--- src/rtl/line_burst_adapter.sv ---
module line_burst_adapter #(
  parameter int ADDR_W = 32
) (
  input  logic              clk,
  input  logic              rst_n,
  input  logic              req_valid,
  output logic              req_ready,
  input  logic              req_write,
  input  logic [ADDR_W-1:0] req_addr,
  input  logic [2:0]        req_size,
  output logic              req_err,
  output logic              xfer_done,
  input  logic              sys_wvalid,
  output logic              sys_wready,
  input  logic [127:0]      sys_wdata,
  output logic              sys_rvalid,
  input  logic              sys_rready,
  output logic [127:0]      sys_rdata,
  output logic              sys_rhalf,
  output logic              mem_valid,
  input  logic              mem_ready,
  output logic              mem_write,
  output logic [ADDR_W-6:0] mem_line,
  output logic [2:0]        mem_lw,
  output logic [31:0]       mem_wdata,
  output logic [3:0]        mem_mask,
  input  logic [31:0]       mem_rdata
);

  localparam int LINE_B = 32;
  localparam int LAST_BEAT = 7;

  typedef enum logic [1:0] {S_IDLE, S_GATHER, S_BURST, S_DRAIN} st_t;

  st_t               st;
  logic              wr;
  logic [ADDR_W-6:0] line_q;
  logic [2:0]        start_lw, cnt;
  logic [31:0]       ben;
  logic [255:0]      buffer;
  logic [7:0]        got;
  logic [1:0]        sent;
  logic              wbeat, hold_v, hold_h;

  logic [5:0]  nbytes;
  logic        bad, accept;
  logic [31:0] req_ben;
  logic [1:0]  pend;
  logic [3:0]  lane_en;
  logic [31:0] lane_keep;

  always_comb begin
    case (req_size)
      3'd0:    nbytes = 6'd1;
      3'd1:    nbytes = 6'd2;
      3'd2:    nbytes = 6'd4;
      3'd3:    nbytes = 6'd16;
      3'd4:    nbytes = 6'd32;
      default: nbytes = 6'd0;
    endcase
  end

  assign bad     = (nbytes == 6'd0) || (({1'b0, req_addr[4:0]} + nbytes) > 6'(LINE_B));
  assign req_ben = 32'(((64'd1 << nbytes) - 64'd1) << req_addr[4:0]);
  assign accept  = req_valid && req_ready;

  assign req_ready  = (st == S_IDLE);
  assign sys_wready = (st == S_GATHER);
  assign mem_valid  = (st == S_BURST);
  assign mem_write  = wr;
  assign mem_line   = line_q;
  assign mem_lw     = start_lw + cnt;
  assign mem_wdata  = buffer[{mem_lw, 5'd0} +: 32];
  assign lane_en    = ben[{mem_lw, 2'd0} +: 4];
  assign mem_mask   = ~lane_en;
  assign lane_keep  = {{8{lane_en[3]}}, {8{lane_en[2]}}, {8{lane_en[1]}}, {8{lane_en[0]}}};

  assign pend       = {&got[7:4], &got[3:0]} & ~sent;
  assign sys_rvalid = !wr && (st == S_BURST || st == S_DRAIN) && (|pend);
  assign sys_rhalf  = hold_v ? hold_h : !pend[0];
  assign sys_rdata  = buffer[{sys_rhalf, 7'd0} +: 128];

  always_ff @(posedge clk or negedge rst_n) begin
    if (!rst_n) begin
      st        <= S_IDLE;
      wr        <= 1'b0;
      line_q    <= '0;
      start_lw  <= '0;
      cnt       <= '0;
      ben       <= '0;
      got       <= '0;
      sent      <= '0;
      wbeat     <= 1'b0;
      hold_v    <= 1'b0;
      hold_h    <= 1'b0;
      req_err   <= 1'b0;
      xfer_done <= 1'b0;
    end else begin
      req_err   <= 1'b0;
      xfer_done <= 1'b0;
      hold_v    <= sys_rvalid && !sys_rready;
      hold_h    <= sys_rhalf;
      case (st)
        S_IDLE: if (accept) begin
          if (bad) begin
            req_err <= 1'b1;
          end else begin
            wr       <= req_write;
            line_q   <= req_addr[ADDR_W-1:5];
            start_lw <= req_addr[4:2];
            ben      <= req_ben;
            cnt      <= '0;
            got      <= '0;
            sent     <= '0;
            wbeat    <= 1'b0;
            st       <= req_write ? S_GATHER : S_BURST;
          end
        end
        S_GATHER: if (sys_wvalid) begin
          wbeat <= 1'b1;
          if (wbeat) st <= S_BURST;
        end
        S_BURST: if (mem_ready) begin
          cnt         <= cnt + 3'd1;
          got[mem_lw] <= 1'b1;
          if (cnt == 3'(LAST_BEAT)) begin
            if (wr) begin
              st        <= S_IDLE;
              xfer_done <= 1'b1;
            end else begin
              st <= S_DRAIN;
            end
          end
        end
        default: ;
      endcase
      if (sys_rvalid && sys_rready) begin
        sent[sys_rhalf] <= 1'b1;
        if (st == S_DRAIN && (sent | (2'b01 << sys_rhalf)) == 2'b11) begin
          st        <= S_IDLE;
          xfer_done <= 1'b1;
        end
      end
    end
  end

  always_ff @(posedge clk) begin
    if (st == S_GATHER && sys_wvalid)
      buffer[{start_lw[2] ^ wbeat, 7'd0} +: 128] <= sys_wdata;
    else if (st == S_BURST && mem_ready && !wr)
      buffer[{mem_lw, 5'd0} +: 32] <= mem_rdata & lane_keep;
  end

  AST_IDLE_EXCL: assert property (@(posedge clk) disable iff (!rst_n)
    req_ready |-> !(mem_valid || sys_wready || sys_rvalid)) else $error("idle overlap");
  AST_BAD_REJECT: assert property (@(posedge clk) disable iff (!rst_n)
    accept && bad |=> req_err && req_ready && !mem_valid) else $error("bad request ran");
  AST_GOOD_NO_ERR: assert property (@(posedge clk) disable iff (!rst_n)
    accept && !bad |=> !req_err && !req_ready) else $error("good request flagged");
  AST_CRIT_FIRST: assert property (@(posedge clk) disable iff (!rst_n)
    accept && !bad && !req_write |=> mem_valid && mem_lw == $past(req_addr[4:2])) else $error("start longword");
  AST_LW_STEP: assert property (@(posedge clk) disable iff (!rst_n)
    mem_valid && mem_ready |=> !mem_valid || mem_lw == $past(mem_lw) + 3'd1) else $error("wrap order");
  AST_MEM_HOLD: assert property (@(posedge clk) disable iff (!rst_n)
    mem_valid && !mem_ready |=> mem_valid && $stable(mem_lw) && $stable(mem_wdata) && $stable(mem_mask)) else $error("mem hold");
  AST_SYS_HOLD: assert property (@(posedge clk) disable iff (!rst_n)
    sys_rvalid && !sys_rready |=> sys_rvalid && $stable(sys_rhalf) && $stable(sys_rdata)) else $error("sys hold");
  AST_DONE_IDLE: assert property (@(posedge clk) disable iff (!rst_n)
    xfer_done |-> req_ready && !req_err) else $error("done not idle");

endmodule

--- config.mk ---
export PLATFORM = sky130hd
export DESIGN_NAME = line_burst_adapter
export DESIGN_NICKNAME = d
export VERILOG_FILES = /design/src/rtl/line_burst_adapter.sv
export SDC_FILE = /design/constraint.sdc
export NUM_CORES = 1
export LEC_CHECK = 0
export ABC_AREA = 1
export ABC_CLOCK_PERIOD_IN_PS = 15000
export BUFFER_PORTS_ARGS = -buffer_cell sky130_fd_sc_hd__clkbuf_2
export CORE_ASPECT_RATIO = 2
export CORE_MARGIN = 2
export CORE_UTILIZATION = 42
export DETAILED_ROUTE_END_ITERATION = 10
export PLACE_DENSITY_LB_ADDON = 0.2
export SYNTH_ARGS = -nofsm -noshare
export SYNTH_HDL_FRONTEND = slang
export SYNTH_SLANG_ARGS = --single-unit
--- constraint.sdc ---
create_clock -name clk -period 15 [get_ports clk]
set_input_delay 1.5 -clock clk [delete_from_list [all_inputs] [get_ports clk]]
set_output_delay 1.5 -clock clk [all_outputs]
set_load 0.05 [all_outputs]
==> results.py, run 1 <==
metrics = {
    "logic_synthesis": {
        "synth-main-ff-cell": "edfxtp_1",
        "syn_nets": 3052,
        "ys_ff_latch": 339,
        "syn_area_um2": 20600,
        "synth_cells": 2835,
        "synth_edf_count": 256,
        "synth_cell_type_count": 40,
        "yosys_warnings": 0,
        "seq_area_frac_synth": 0.475,
        "synth_area_per_cell_um2": 7.25,
        "synthArstFlopShare": 0.245,
    },
    "worst_setup_path": {
        "crit_required_ns": 13.50,
        "crit_arrival_ns": 4.42,
        "end_kind": "output pin",
        "timing.critical_path.from_type": "register",
        "path_class": "register to output pin",
        "path_max_fanout": 32,
    },
    "place": {
        "dp_hpwl_mm": 60.0,
        "finalWeightedCongestion": 0.931,
        "portBuffers": 403,
        "placed_cell_area_um2": 23000,
        "dpl.cell_count": 3725,
    },
    "final_layout": {
        "fin_cells": 3787,
        "syn2layout_area_growth_pct": 16.9,
        "fin_nets": 3341,
        "antenna_cells": 0,
        "design_area_um2": 24000,
        "final_cell_mix": "nand2_1, clkbuf_2, nand3_1",
        "final_common_cell": "nand2_1",
        "drive_gt1_frac": 0.169,
    },
    "cts": {
        "clk_latency_ns": 0.54,
        "cts.path.max_buffers": 3,
        "tritoncts": "yes",
        "cts_root_buf": "clkbuf_16",
        "cts.sinks": 339,
        "cts_hold_buf": 0,
        "cts-buffers-inserted": 35,
        "htree_num_levels": 2,
        "post-cts-setup-buffers": 0,
        "cts_resized": 0,
        "cts.reportedPaths.clkPinSlew_ns": 0.07,
    },
    "die": {
        "rows": 114,
        "start_util": 0.425,
        "die_area_um2": 50900,
        "die_h_um": 317,
        "core_area_um2": 48400,
        "io_pins": 404,
        "die_width_um": 160,
    },
    "global_routing": {
        "antenna_found_initial": 0,
        "grt_pass1_wl_mm": 125,
        "overflow": 0,
        "grt_max_degree": 81,
        "grtUsageTotal": 0.330,
        "grt_pass1_vias": 20900,
    },
    "routing": {
        "wire_per_inst_um": 22.8,
        "vias_per_cell": 5.66,
        "vias": 21400,
        "ant_nets": 0,
        "first_pass_iters": 7,
        "wirelength_mm": 86.3,
        "drtIter0Drc": 2192,
        "drc_errors": 0,
    },
    "sta": {
        "setup_viol": 0,
        "rsz0062_at_grt": "no",
        "min_period_ns": 5.92,
        "tightestPinTransition_ns": 1.32,
        "fin_worst_skew_ns": 0.0201,
        "whs_ns": 0.480,
        "fin_tns_setup_ns": 0,
        "drv_slew": 0,
        "max_slew_margin": 0.119,
        "fmax_mhz": 169,
        "hold_violations": 0,
        "period_share": 0.395,
    },
    "worst_hold_path": {
        "hold_class": "register to register",
    },
    "job": {
        "max_cap_viol_count": 0,
    },
    "run_status": {
        "status": "complete, no violations",
    },
}
[worst max-delay path: stages (launching register included)]
cell and delay [ns]:
dfrtp_1 0.42, ha_4 0.18, fa_2 0.52, buf_4 0.28
buf_4 0.55, nand3_1 0.23, inv_1 0.95, nand2_1 0.10
nand2_1 0.10, nor2_1 0.05, nand2_1 0.18, clkbuf_2 0.32
[synth_stat cells (5+ instances only)]
cell type / count / area [µm²]
buf_4: 21 / 158
nand4_1: 46 / 288
edfxtp_1: 256 / 7690
dfrtp_1: 83 / 2080
ha_1: 13 / 163
a21oi_1: 40 / 200
nand3_2: 6 / 60.1
nand2_1: 1227 / 4610
clkbuf_1: 98 / 368
clkinv_1: 5 / 18.8
inv_2: 7 / 26.3
o22ai_1: 43 / 269
buf_2: 26 / 130
nor2_2: 5 / 31.3
o21ai_0: 249 / 1250
buf_1: 34 / 128
nor2_1: 143 / 537
inv_1: 197 / 739
nand3_1: 302 / 1510
[stage by stage]
| step | setup slack (ns) | util |
|---|---|---|
| after detailed placement | 9.51 | 0.475 |
| after global routing | 8.99 | 0.497 |
| final | 9.08 | 0.497 |
| after floorplan | 9.17 | - |
| after CTS | 9.16 | 0.497 |
| after global placement | 9.67 | 0.475 |
[layout make-up]
class,instances,area (µm²)
Fill cell,4838,24300
Sequential cell,339,9760
Multi-Input combinational cell,2107,9400
Timing Repair Buffer,431,2230
Clock buffer,41,898
Tap cell,638,798
Inverter,210,792
Clock inverter,21,156
[registers in the layout, summed over array words and instances, names as in the netlist]
signal,cells
cnt,3
ben,32
hold_v,1
hold_h,1
start_lw,3
wbeat,1
mem_line,27
mem_write,1
sent,2
req_err,1
got,8
xfer_done,1
st,2
buffer,256
[per-layer routing]
layer / GRT usage / share of wire
met1: 0.366 / 0.34
met2: 0.574 / 0.49
met3: 0.0427 / 0.087
met4: 0.256 / 0.087
met5: 0 / 0
[path summary, 6_finish.rpt]
path | startpoint | end | cells past startpoint | slack (ns)
min in group asynchronous | rst_n | ben[28]$_DFFE_PN0P_ | 1 | 0.78
max reg2reg | start_lw[0]$_DFFE_PN0P_ | buffer[159]$_DFFE_PP_ | 12 | 9.44
min reg2reg | mem_line[12]$_DFFE_PN0P_ | mem_line[12]$_DFFE_PN0P_ | 2 | 0.48
min | mem_line[12]$_DFFE_PN0P_ | mem_line[12]$_DFFE_PN0P_ | 2 | 0.48
max | start_lw[0]$_DFFE_PN0P_ | mem_wdata[9] | 11 | 9.08
max in group asynchronous | rst_n | mem_line[12]$_DFFE_PN0P_ | 2 | 13.06
[cells by family after synthesis]
logic type               synth area share
AO/OA/AOI/OAI                      0.0888
XOR/XNOR                          0.00201
adder cells (fa/ha/maj)           0.00986
buffers and inverters              0.0765
flip-flops                          0.475
AND/OR/NAND/NOR                     0.348
Power of run 1 is left out: the tool's default activity adds up to more than one toggle a clock period on the data nets, which glitch-free logic cannot reach.
==> inputs of run 2 (changes only) <==
--- a/config.mk
+++ b/config.mk
@@ -6,7 +6,7 @@
 export NUM_CORES = 1
 export LEC_CHECK = 0
 export ABC_AREA = 1
-export ABC_CLOCK_PERIOD_IN_PS = 15000
+export ABC_CLOCK_PERIOD_IN_PS = 6000
 export BUFFER_PORTS_ARGS = -buffer_cell sky130_fd_sc_hd__clkbuf_2
 export CORE_ASPECT_RATIO = 2
 export CORE_MARGIN = 2
==> constraint.sdc (replaced) <==
create_clock -name clk -period 6 [get_ports clk]
set_input_delay 0.6 -clock clk [delete_from_list [all_inputs] [get_ports clk]]
set_output_delay 0.6 -clock clk [all_outputs]
set_load 0.05 [all_outputs]
==> run 2 against run 1 <==
Effect of this change:
- count of clock-buffer cells in the layout rose by 3
- critical path depth decreased by 3
- highest routed layer unchanged
- worst hold slack worse by 0.25 ns
- register-to-register slack got worse by 8.4 ns
- routed wire length grew 1.1%
- die area did not move
- critical endpoint unchanged
- non-clock buffer count increased by 4
- critical path type unchanged
==> results.py, run 2 (synthesized netlist as in run 1, its figures left out) <==
metrics = {
    "cts": {
        "cts.path.max_buffers": 3,
        "cts_root_buf": "clkbuf_16",
        "tritoncts": "yes",
        "clk_latency_ns": 0.56,
        "htree_num_levels": 2,
        "cts-buffers-inserted": 35,
        "cts.reportedPaths.clkPinSlew_ns": 0.06,
        "cts_resized": 0,
        "cts.sinks": 339,
    },
    "sta": {
        "rsz0062_at_grt": "no",
        "fin_tns_setup_ns": 0,
        "hold_violations": 0,
        "fmax_mhz": 197,
        "tightestPinTransition_ns": 1.30,
        "min_period_ns": 5.09,
        "period_share": 0.848,
        "setup_viol": 0,
        "max_slew_margin": 0.128,
        "fin_worst_skew_ns": 0.0281,
        "setup_slack_ns": 0.915,
        "drv_slew": 0,
    },
    "global_routing": {
        "gr-usage-met1": 0.364,
        "grt_pass1_wl_mm": 127,
        "grtUsageTotal": 0.334,
        "grt_use_met2": 0.596,
        "grt_pass1_vias": 21200,
        "grt_util_met3": 0.0490,
        "busiest_layer": "met2",
        "overflow": 0,
        "antenna_found_initial": 1,
        "grt_max_degree": 102,
    },
    "worst_hold_path": {
        "min_from": "sys_rready",
        "hold_class": "input pin to register",
    },
    "worst_setup_path": {
        "crit_required_ns": 5.40,
        "path_class": "register to output pin",
        "end_kind": "output pin",
        "crit_arrival_ns": 4.49,
        "timing.critical_path.from_type": "register",
        "crit_start": "cnt[0]$_DFFE_PN0P_",
        "r2r_start": "cnt[0]$_DFFE_PN0P_",
        "path_max_fanout": 29,
    },
    "final_layout": {
        "regArea_um2": 9760,
        "largest_reg_flops": 256,
        "final_cell_mix": "nand2_1, clkbuf_2, nand3_1",
        "syn2layout_area_growth_pct": 17.0,
        "regMostFlops": "buffer",
        "final_common_cell": "nand2_1",
        "fin_nets": 3345,
        "drive_gt1_frac": 0.168,
        "multi_input_area_um2": 9400,
        "fill_cells": 4795,
    },
    "place": {
        "preCtsSetupSlack_ns": 1.09,
        "portBuffers": 403,
        "finalWeightedCongestion": 0.933,
        "dp_hpwl_mm": 60.3,
    },
    "die": {
        "die_area_um2": 50900,
        "die_h_um": 317,
        "io_pins": 404,
        "die_width_um": 160,
        "rows": 114,
        "start_util": 0.425,
        "core_area_um2": 48400,
    },
    "routing": {
        "wirelength_mm": 87.3,
        "drtIter0Drc": 2095,
        "first_pass_iters": 6,
        "ant_nets": 0,
        "vias": 21500,
        "drc_errors": 0,
        "wire_per_inst_um": 23.0,
        "vias_per_cell": 5.67,
    },
    "job": {
        "max_cap_viol_count": 0,
    },
    "run_status": {
        "status": "complete, no violations",
    },
}
## run 2: changes by cell type in the layout (fill, tap and decap cells not counted), sizes merged
cell | previous run | this run
clkinvlp | 4 | 2
buf | 29 | 32
clkinv | 17 | 15
dlygate4sd3 | 0 | 1
bufinv | 1 | 0
inv | 209 | 208
diode | 0 | 1
clkbuf | 443 | 446
## run 2: metrics by stage
step,util,cells,area (µm²),hold WS [ns]
6_report,0.498,3789,24100,0.231
5_1_grt,0.498,3789,24100,0.226
4_1_cts,0.497,3788,24100,0.221
2_1_floorplan,-,2835,20600,0.304
3_3_place_gp,0.476,3728,23000,0.437
3_5_place_dp,0.476,3728,23000,0.439
## run 2: layout make-up
| cell class | instances | share of cell area |
|---|---|---|
| tap | 638 | 0.0332 |
| clock inverter | 15 | 0.00364 |
| clock buffer | 44 | 0.0395 |
| antenna | 1 | 0.000104 |
| inverter | 210 | 0.0329 |
| multi-input combinational | 2107 | 0.391 |
| timing repair buffer | 435 | 0.0940 |
| sequential | 339 | 0.406 |
## run 2: per-layer routing
metal / share of wire / wire [µm]
met1: 0.34 / 29400
met2: 0.50 / 43700
met3: 0.082 / 7150
met4: 0.081 / 7060
met5: 0 / 0
## run 2: timing repair
item	CTS	global route
buffers inserted	0	0
endpoints found under the hold margin	8	0
hold buffers	1	0
## run 2: critical path, cell delays in order, from the launching register on
cell	delay, ns
dfrtp_1	0.43
ha_4	0.18
fa_2	0.93
buf_4	0.54
nand3_1	0.81
o22ai_1	0.48
nor2_1	0.08
nand2_1	0.16
clkbuf_2	0.31
## run 2: path summary, 6_finish.rpt
path                                               to  cells after the start  slack [ns]
worst max-delay path                     mem_wdata[9]                      8        0.91
worst max register to register  buffer[193]$_DFFE_PP_                     10        1.01
max in group asynchronous           req_err$_DFF_PN0_                      3        4.37
worst min-delay path                 hold_v$_DFF_PN0_                      2        0.23
min in group asynchronous         ben[20]$_DFFE_PN0P_                      2        0.43
worst min register to register     ben[8]$_DFFE_PN0P_                      2        0.48
Power of run 2 is left out for the same reason.
